--- config.mk ---
export PLATFORM = sky130hd
export DESIGN_NAME = usb_pwrup_seq
export DESIGN_NICKNAME = d
export VERILOG_FILES = /design/src/rtl/usb_pwrup_pkg.sv /design/src/rtl/seq_timer.sv /design/src/rtl/seq_fsm.sv /design/src/rtl/seq_out_dec.sv /design/src/rtl/usb_pwrup_seq.sv
export SDC_FILE = /design/constraint.sdc
export NUM_CORES = 1
export LEC_CHECK = 0
export ABC_AREA = 1
export BUFFER_PORTS_ARGS = -buffer_cell sky130_fd_sc_hd__buf_2
export CORE_UTILIZATION = 30
export CTS_CLUSTER_DIAMETER = 120
export DETAILED_ROUTE_END_ITERATION = 12
export GPL_ROUTABILITY_DRIVEN = 0
export GPL_TIMING_DRIVEN = 1
export HOLD_SLACK_MARGIN = 0.1
export PLACE_DENSITY_LB_ADDON = 0.25
export SYNTH_ARGS = -nofsm -noshare
export SYNTH_HDL_FRONTEND = slang
export SYNTH_SLANG_ARGS = --single-unit
export TNS_END_PERCENT = 100
--- constraint.sdc ---
create_clock -name clk -period 2.65 [get_ports clk]
set_clock_uncertainty 0.05 [all_clocks]
set_input_delay 0.265 -clock clk [delete_from_list [all_inputs] [get_ports clk]]
set_output_delay 0.265 -clock clk [all_outputs]
set_load 0.005 [all_outputs]
--- src/rtl/usb_pwrup_pkg.sv ---
package usb_pwrup_pkg;

  typedef enum logic [2:0] {
    SQ_IDLE = 3'd0,
    SQ_ARM  = 3'd1,
    SQ_PWR  = 3'd2,
    SQ_WRAP = 3'd3,
    SQ_PPC  = 3'd4,
    SQ_CORE = 3'd5,
    SQ_CLK  = 3'd6,
    SQ_DONE = 3'd7
  } seq_st_e;

  typedef struct packed {
    logic phy_rst;
    logic wrap_rst;
    logic core_rst;
    logic hs_pwr;
    logic ss_pwr;
    logic ss_ref;
    logic port_pwr;
    logic if_clk;
    logic dev_mode;
    logic done;
  } seq_out_t;

  localparam int unsigned MIN_WAIT = 10;

endpackage

--- src/rtl/seq_timer.sv ---
module seq_timer #(
  parameter int unsigned WAIT_CYC = 10
) (
  input  logic clk,
  input  logic rst_n,
  input  logic run_i,
  output logic expire_o
);
  import usb_pwrup_pkg::*;

  localparam int unsigned EFF_WAIT = (WAIT_CYC < MIN_WAIT) ? MIN_WAIT : WAIT_CYC;
  localparam int unsigned CW       = $clog2(EFF_WAIT + 1);
  localparam logic [CW-1:0] LAST   = CW'(EFF_WAIT - 1);

  logic [CW-1:0] cnt_q, cnt_d;
  logic          cnt_en;

  assign expire_o = run_i && (cnt_q == LAST);
  assign cnt_en   = run_i || (cnt_q != '0);

  always_comb begin
    if (!run_i || expire_o) cnt_d = '0;
    else                    cnt_d = cnt_q + 1'b1;
  end

  always_ff @(posedge clk or negedge rst_n) begin
    if (!rst_n)      cnt_q <= '0;
    else if (cnt_en) cnt_q <= cnt_d;
  end


  cnt_in_range_chk: assert property (@(posedge clk) disable iff (!rst_n)
    cnt_q <= LAST);

endmodule

--- src/rtl/seq_fsm.sv ---
module seq_fsm (
  input  logic                    clk,
  input  logic                    rst_n,
  input  logic                    start_i,
  input  logic                    cfg_ok_i,
  input  logic                    abort_i,
  input  logic                    expire_i,
  output usb_pwrup_pkg::seq_st_e  st_o,
  output logic                    run_o
);
  import usb_pwrup_pkg::*;

  seq_st_e st_q, st_d;

  always_comb begin
    st_d = st_q;
    unique case (st_q)
      SQ_IDLE: if (start_i && cfg_ok_i) st_d = SQ_ARM;
      SQ_ARM:  st_d = SQ_PWR;
      SQ_PWR:  if (expire_i) st_d = SQ_WRAP;
      SQ_WRAP: if (expire_i) st_d = SQ_PPC;
      SQ_PPC:  st_d = SQ_CORE;
      SQ_CORE: if (expire_i) st_d = SQ_CLK;
      SQ_CLK:  st_d = SQ_DONE;
      SQ_DONE: st_d = SQ_DONE;
      default: st_d = SQ_IDLE;
    endcase
    if (abort_i) st_d = SQ_IDLE;
  end

  always_ff @(posedge clk or negedge rst_n) begin
    if (!rst_n) st_q <= SQ_IDLE;
    else        st_q <= st_d;
  end

  assign st_o  = st_q;
  assign run_o = (st_q == SQ_PWR) || (st_q == SQ_WRAP) || (st_q == SQ_CORE);


  done_sticky_chk: assert property (@(posedge clk) disable iff (!rst_n)
    (st_q == SQ_DONE && !abort_i) |=> (st_q == SQ_DONE));

endmodule

--- src/rtl/seq_out_dec.sv ---
module seq_out_dec (
  input  usb_pwrup_pkg::seq_st_e  st_i,
  output usb_pwrup_pkg::seq_out_t out_o
);
  import usb_pwrup_pkg::*;

  always_comb begin
    out_o.phy_rst  = (st_i != SQ_DONE);
    out_o.wrap_rst = (st_i == SQ_IDLE) || (st_i == SQ_ARM) || (st_i == SQ_PWR);
    out_o.core_rst = (st_i < SQ_CORE);
    out_o.hs_pwr   = (st_i >= SQ_PWR);
    out_o.ss_pwr   = (st_i >= SQ_PWR);
    out_o.ss_ref   = (st_i >= SQ_PWR);
    out_o.port_pwr = (st_i >= SQ_PPC);
    out_o.if_clk   = (st_i >= SQ_CLK);
    out_o.dev_mode = (st_i < SQ_CLK);
    out_o.done     = (st_i == SQ_DONE);
  end

endmodule

--- src/rtl/usb_pwrup_seq.sv ---
module usb_pwrup_seq #(
  parameter int unsigned WAIT_CYC = 10
) (
  input  logic clk,
  input  logic rst_n,
  input  logic start_i,
  input  logic cfg_ok_i,
  input  logic abort_i,
  output logic phy_rst_o,
  output logic wrap_rst_o,
  output logic core_rst_o,
  output logic hs_pwr_o,
  output logic ss_pwr_o,
  output logic ss_ref_en_o,
  output logic port_pwr_ctl_o,
  output logic if_clk_en_o,
  output logic dev_mode_o,
  output logic done_o
);
  import usb_pwrup_pkg::*;

  seq_st_e  st;
  seq_out_t ov;
  logic     run, expire;

  seq_fsm u_fsm (
    .clk      (clk),
    .rst_n    (rst_n),
    .start_i  (start_i),
    .cfg_ok_i (cfg_ok_i),
    .abort_i  (abort_i),
    .expire_i (expire),
    .st_o     (st),
    .run_o    (run)
  );

  seq_timer #(.WAIT_CYC(WAIT_CYC)) u_tmr (
    .clk      (clk),
    .rst_n    (rst_n),
    .run_i    (run),
    .expire_o (expire)
  );

  seq_out_dec u_dec (
    .st_i  (st),
    .out_o (ov)
  );

  assign phy_rst_o      = ov.phy_rst;
  assign wrap_rst_o     = ov.wrap_rst;
  assign core_rst_o     = ov.core_rst;
  assign hs_pwr_o       = ov.hs_pwr;
  assign ss_pwr_o       = ov.ss_pwr;
  assign ss_ref_en_o    = ov.ss_ref;
  assign port_pwr_ctl_o = ov.port_pwr;
  assign if_clk_en_o    = ov.if_clk;
  assign dev_mode_o     = ov.dev_mode;
  assign done_o         = ov.done;


  wrap_needs_power_chk: assert property (@(posedge clk) disable iff (!rst_n)
    !wrap_rst_o |-> (hs_pwr_o && ss_pwr_o && ss_ref_en_o));


  core_after_wrap_chk: assert property (@(posedge clk) disable iff (!rst_n)
    !core_rst_o |-> (!wrap_rst_o && port_pwr_ctl_o));


  clk_after_core_chk: assert property (@(posedge clk) disable iff (!rst_n)
    if_clk_en_o |-> (!core_rst_o && !dev_mode_o));


  done_all_free_chk: assert property (@(posedge clk) disable iff (!rst_n)
    done_o |-> (!phy_rst_o && !wrap_rst_o && !core_rst_o && if_clk_en_o));


  abort_idle_chk: assert property (@(posedge clk) disable iff (!rst_n)
    abort_i |=> (phy_rst_o && wrap_rst_o && core_rst_o && !hs_pwr_o &&
                 !ss_pwr_o && !ss_ref_en_o && !done_o));

endmodule

==> results of run 1 <==
==> per-stage QoR <==
stage	std cells	hold WS [ps]	instance area [um2]	setup WS [ps]
2_1_floorplan	64	-80.6	474	1420
3_3_place_gp	90	51.4	544	1330
3_5_place_dp	90	51.8	544	1320
4_1_cts	95	283	581	1210
5_1_grt	95	294	581	1080
6_report	95	295	581	1220
==> critical path, delay by kind of cell (launching register included) <==
family	cells	cell delay, ps
flops	1	460
simple gates	1	140
buf+inv	3	280
==> layer usage <==
metal / vias up / track usage / wire, um
li1: 230 / - / -
met1: 181 / 0.153 / 442
met2: 16 / 0.131 / 325
met3: 0 / 0 / 48
met4: 0 / 0.0774 / 0
met5: - / 0 / 0
==> registers in the layout, summed over array words and instances (netlist names) <==
signal / count
u_tmr.cnt_q: 4
u_fsm.st_o: 3
==> repair_timing <==
item,4_1_cts,5_1_grt
endpoints found under the hold margin,7,0
hold buffers,1,0
setup buffers,0,0
==> final cells by class <==
cell class              instances  area [um2]  area share
well taps                      15        18.8      0.0323
clock buffers                   4        26.3      0.0453
inverters                      10        37.5      0.0647
flip-flops and latches          7         175       0.302
multi-input cells              44         243       0.418
repair buffers                 15        80.1       0.138
==> worst max-delay path by stage <==
stage / startpoint / endpoint / slack, ps / cells after the start
floorplan: u_tmr.cnt_q[1] / u_fsm.st_o[1] / 1420 / 9
global placement: u_tmr.cnt_q[1] / u_fsm.st_o[1] / 1330 / 9
detailed placement: u_tmr.cnt_q[1] / u_fsm.st_o[1] / 1320 / 9
CTS: u_fsm.st_o[2] / phy_rst_o / 1210 / 4
global route: u_fsm.st_o[2] / phy_rst_o / 1080 / 4
finish: u_fsm.st_o[2] / phy_rst_o / 1220 / 4
==> report_power, final <==
part           internal, mW  switching, mW  total [mW]  leakage (nW)
registers             0.126         0.0234       0.149        0.0960
clock network        0.0571         0.0338      0.0910        0.0150
logic                0.0491         0.0650       0.114         0.200
==> cells by family after synthesis <==
group                    after synthesis
XOR/XNOR                               2
AO/OA/AOI/OAI                          4
buffers and inverters                 13
adder cells (fa/ha/maj)                3
flip-flops                             7
AND/OR/NAND/NOR                       35
==> Yosys cell counts (2+ instances only) <==
| cell type | count |
|---|---|
| inv_1 | 9 |
| dfrtp_1 | 7 |
| nor2_1 | 10 |
| o21ai_0 | 2 |
| ha_1 | 3 |
| nand4_1 | 2 |
| nand2_1 | 12 |
| buf_4 | 2 |
| nand2_2 | 2 |
| nand3_1 | 7 |
==> out/results.txt, run 1 <==
Largest family of logic cells by synthesized area -> simple AND/OR/NAND/NOR gates
CP Launch Type -> flip-flop
Clock Tree Buf Depth -> 2
Pwr Total -> 0.354 mW
Post-synthesis xor/xnor area fraction -> 0.0369
Status -> finished clean
Proportion of synthesized chip area in sequential cells -> 0.369
Die W -> 41.8 um
Max rail drop VDD -> 0.365 mV
Synth Net Count -> 72
P_leak -> 0.311 nW
Number of synthesized flops with an enable pin -> 0
Most common cell after layout, fill and taps aside -> buf_2
GRT Total Usage -> 0.100
WHS Path Cells -> 4
Die H -> 41.8 um
Initial Util -> 0.343
Num Clock Sinks -> 7
Post-synthesis mux area share -> 0
Critical path peak fanout -> 8
Slew Viols, Final -> 0
TritonCTS Buffers -> 3
Final WL -> 816 um
First-pass GRT wire length -> 1390 um
R2R Path Start -> u_tmr.cnt_q[1]
Clk Latency, worst-skew pair -> 240 ps
Worst r2r dst -> u_fsm.st_o[1]
Mapped cell area -> 474 um2
Drt first-iter violations -> 11
YS warnings -> 0
CTS tree -> built
Post-DR wirelength/cell -> 8.59 um
I/O Buffers -> 14
P per Cell Area -> 610 mW/mm2
CP max stage delay -> 460 ps
# diodes -> 0
Vias in the first global route -> 349
Compound-Gate Fraction of Synth Area -> 0.0554
H-tree depth -> 1
Least-Margin Pin Slew -> 237 ps
Final Cycle Share -> 0.540
Hold/Removal Path Class -> in -> reg
Crit-path cells -> inv_2, nor2_1, inv_1, buf_2
# resized after CTS -> 0
Filler instances -> 146
Worst relative slew slack -> 0.842
Largest net degree at the start of global routing -> 9
HP Start -> abort_i
Endpoints failing setup -> 0
Share of the synthesized area in the top cell type -> 0.369
Hold Vio Cnt, Final -> 0
CP max-delay cell -> dfrtp_1
Final nets -> 89
Unrepaired setup endpoints after global routing -> false
CTS root buf -> clkbuf_4
Flop2flop setup slack -> 1330 ps
Share of cells above drive strength 1 -> 0.275
Syn Area/Cell -> 7.41 um2
Commonest non-fill, non-tap cells in the layout -> buf_2 (14), nand2_1 (12), nor2_1 (10)
Largest area contributor in the netlist -> dfrtp_1
Top post-synthesis cells by area -> dfrtp_1 (37%), nand2_1 (9.5%), ha_1 (7.9%), nor2_1 (7.9%), nand3_1 (7.4%)
Detailed-route DRC error count -> 0
Fmax -> 0.699 GHz
R2R cell count -> 9
Ports -> 15
Core area -> 0.00138 mm2
Post-Synth Simple-Gate Area -> 0.340
Clk pin slew, worst setup/hold paths -> 50 ps
DIE AREA -> 0.00174 mm2
Post-layout min period -> 1430 ps
Routed vias -> 427
Row cnt -> 13
Post-DP HPWL -> 685 um
Prevailing post-synth register cell -> dfrtp_1
End of the worst hold path -> u_fsm.st_o[1]
Synth cell types -> 18
Adder-Cell Fraction of Synth Area -> 0.0792
P&R area growth vs syn -> 22.4%
Asr flop ratio synth -> 1.00
Initial antenna violation count -> 0
Critical path capture point type -> primary output
Arrival time worst endpoint -> 1110 ps
Core Util, Final -> 0.420
Crit path required time -> 2340 ps
DR vias/cell -> 4.49
Max cap viols -> 0
First drt pass iteration count -> 4
Remaining Overflow, GRT -> 0
Synth Instances -> 64
Synthesized flop and latch total -> 7
CP Class -> reg -> out
TNS Setup -> 0 ps
ANT nets after route -> 0
Note: power is estimated with default switching activity, not from simulation.
==> run 2: changes to the inputs <==
Clock period 2.65 ns to 1.2 ns, I/O delays scaled along.
==> out/results.txt, run 2 (synthesis results as in run 1) <==
HP Start -> abort_i
Remaining Overflow, GRT -> 0 (unchanged)
Max rail drop VDD -> 0.679 mV (+86%)
Status -> finished with violations
P per Cell Area -> 1270 mW/mm2 (+110%)
Clock Tree Buf Depth -> 2 (unchanged)
DIE AREA -> 0.00174 mm2 (unchanged)
# diodes -> 0 (unchanged)
Fmax -> 0.796 GHz
Arrival time worst endpoint -> 1090 ps (-20 ps)
Least-Margin Pin Slew -> 222 ps (-14.6 ps)
Worst relative slew slack -> 0.852 (+0.0101)
Hold/Removal Path Class -> in -> reg
I/O Buffers -> 14 (unchanged)
End of the worst hold path -> u_fsm.st_o[1]
Vias in the first global route -> 430 (+23%)
First-pass GRT wire length -> 1820 um (+31%)
R2R cell count -> 5 (-4)
Largest Register -> u_tmr.cnt_q
Drt first-iter violations -> 11 (unchanged)
Max cap viols -> 0 (unchanged)
P&R area growth vs syn -> 63.6%
Largest net degree at the start of global routing -> 8 (-1)
Setup ws final -> -56.9 ps (-1280 ps)
Final WL -> 1120 um (+37%)
CTS root buf -> clkbuf_4
ANT nets after route -> 0 (unchanged)
Commonest non-fill, non-tap cells in the layout -> buf_2 (14), buf_4 (11), nand2_1 (7)
Die W -> 41.8 um (unchanged)
Worst r2r dst -> u_tmr.cnt_q[2]
Max reg flops -> 4 (unchanged)
Most common cell after layout, fill and taps aside -> buf_2
DR vias/cell -> 4.46 (-0.71%)
Cells after DPL -> 95 (+5.6%)
Critical path peak fanout -> 5 (-3)
Unrepaired setup endpoints after global routing -> true
Initial Util -> 0.343 (unchanged)
CTS tree -> built
Flop2flop setup slack -> -20 ps (-1350 ps)
Clk Latency, worst-skew pair -> 250 ps (about the same)
Endpoints failing setup -> 7 (+7)
Clk pin slew, worst setup/hold paths -> 50 ps (about the same)
Num Clock Sinks -> 7 (unchanged)
First drt pass iteration count -> 4 (unchanged)
Ports -> 15 (unchanged)
Core area -> 0.00138 mm2 (unchanged)
Pwr Total -> 0.982 mW (+180%)
CP Launch Type -> flip-flop
Post-DP HPWL -> 784 um (+15%)
Critical path capture point type -> primary output
Routed vias -> 482 (+13%)
TritonCTS Buffers -> 3 (unchanged)
Final non-filler cell total -> 108 (+14%)
Initial antenna violation count -> 0 (unchanged)
P_leak -> 0.426 nW (+37%)
Post-DR wirelength/cell -> 10.4 um (+21%)
Post-DP Area -> 582 um2 (+6.9%)
Final nets -> 102 (+15%)
Final Cycle Share -> 1.05
R2R Path Start -> u_tmr.cnt_q[1]
GRT Total Usage -> 0.135 (+0.0350)
H-tree depth -> 1 (unchanged)
Hold Vio Cnt, Final -> 0 (unchanged)
Row cnt -> 13 (unchanged)
Fin area -> 776 um2 (+34%)
Failing checks -> negative setup slack
CP Class -> reg -> out
Detailed-route DRC error count -> 0 (unchanged)
Die H -> 41.8 um (unchanged)
WHS Path Cells -> 4 (unchanged)
Post-layout min period -> 1260 ps
Share of cells above drive strength 1 -> 0.581 (+0.306)
Crit path required time -> 1030 ps (-1310 ps)
Slew Viols, Final -> 0 (unchanged)
==> run 2: power breakdown <==
group          internal [mW]  switching, mW
sequential             0.280         0.0668
combinational          0.216          0.207
clock                  0.127         0.0853
==> run 2: critical path, cell delays in order (launching register included) <==
cell,delay (ps)
dfrtp_1,400
buf_6,150
nand2_4,70
nor2_4,30
nor2_1,70
buf_2,110
==> run 2: how the worst max path moves through the flow <==
stage | start | to | slack (ps) | cells after the start
after floorplan | u_tmr.cnt_q[1] | u_fsm.st_o[1] | -30 | 9
after global placement | u_tmr.cnt_q[1] | u_fsm.st_o[1] | -60 | 9
after detailed placement | u_tmr.cnt_q[1] | u_fsm.st_o[1] | -90 | 9
after CTS | u_tmr.cnt_q[1] | u_fsm.st_o[0] | -40 | 8
after global routing | u_fsm.st_o[2] | core_rst_o | -110 | 5
final | u_fsm.st_o[2] | core_rst_o | -60 | 5
==> run 2: layout make-up <==
type,count,area (um2)
fillers,122,607
multi-input cells,44,323
repair buffers,28,185
flip-flops and latches,7,178
inverters,10,45.0
clock buffers,4,26.3
well taps,15,18.8
==> run 2: routing by layer <==
layer / GRT usage / up-vias / part of all wire
li1: - / 255 / -
met1: 0.163 / 220 / 0.49
met2: 0.231 / 7 / 0.49
met3: 0.0391 / 0 / 0.025
met4: 0.0387 / 0 / 0
met5: 0 / - / 0
==> run 2: what timing repair did <==
action                                 in CTS  in global routing
buffers inserted                            4                  4
setup endpoints to repair                  10                 14
endpoints found under the hold margin       7                  0
pin swaps                                   4                  2
resized for setup                          24                  7
hold buffers                                1                  0
==> run 2: stage by stage <==
stage               utilization  worst slack, ps  hold slack (ps)  setup TNS, ps
floorplan                     -            -31.6             -226          -31.6
global placement          0.421            -64.2            -85.4          -81.5
detailed placement        0.421            -85.4            -85.8           -150
CTS                       0.519            -37.2              125           -208
global route              0.561             -106              159           -949
finish                    0.561            -56.9              131           -193
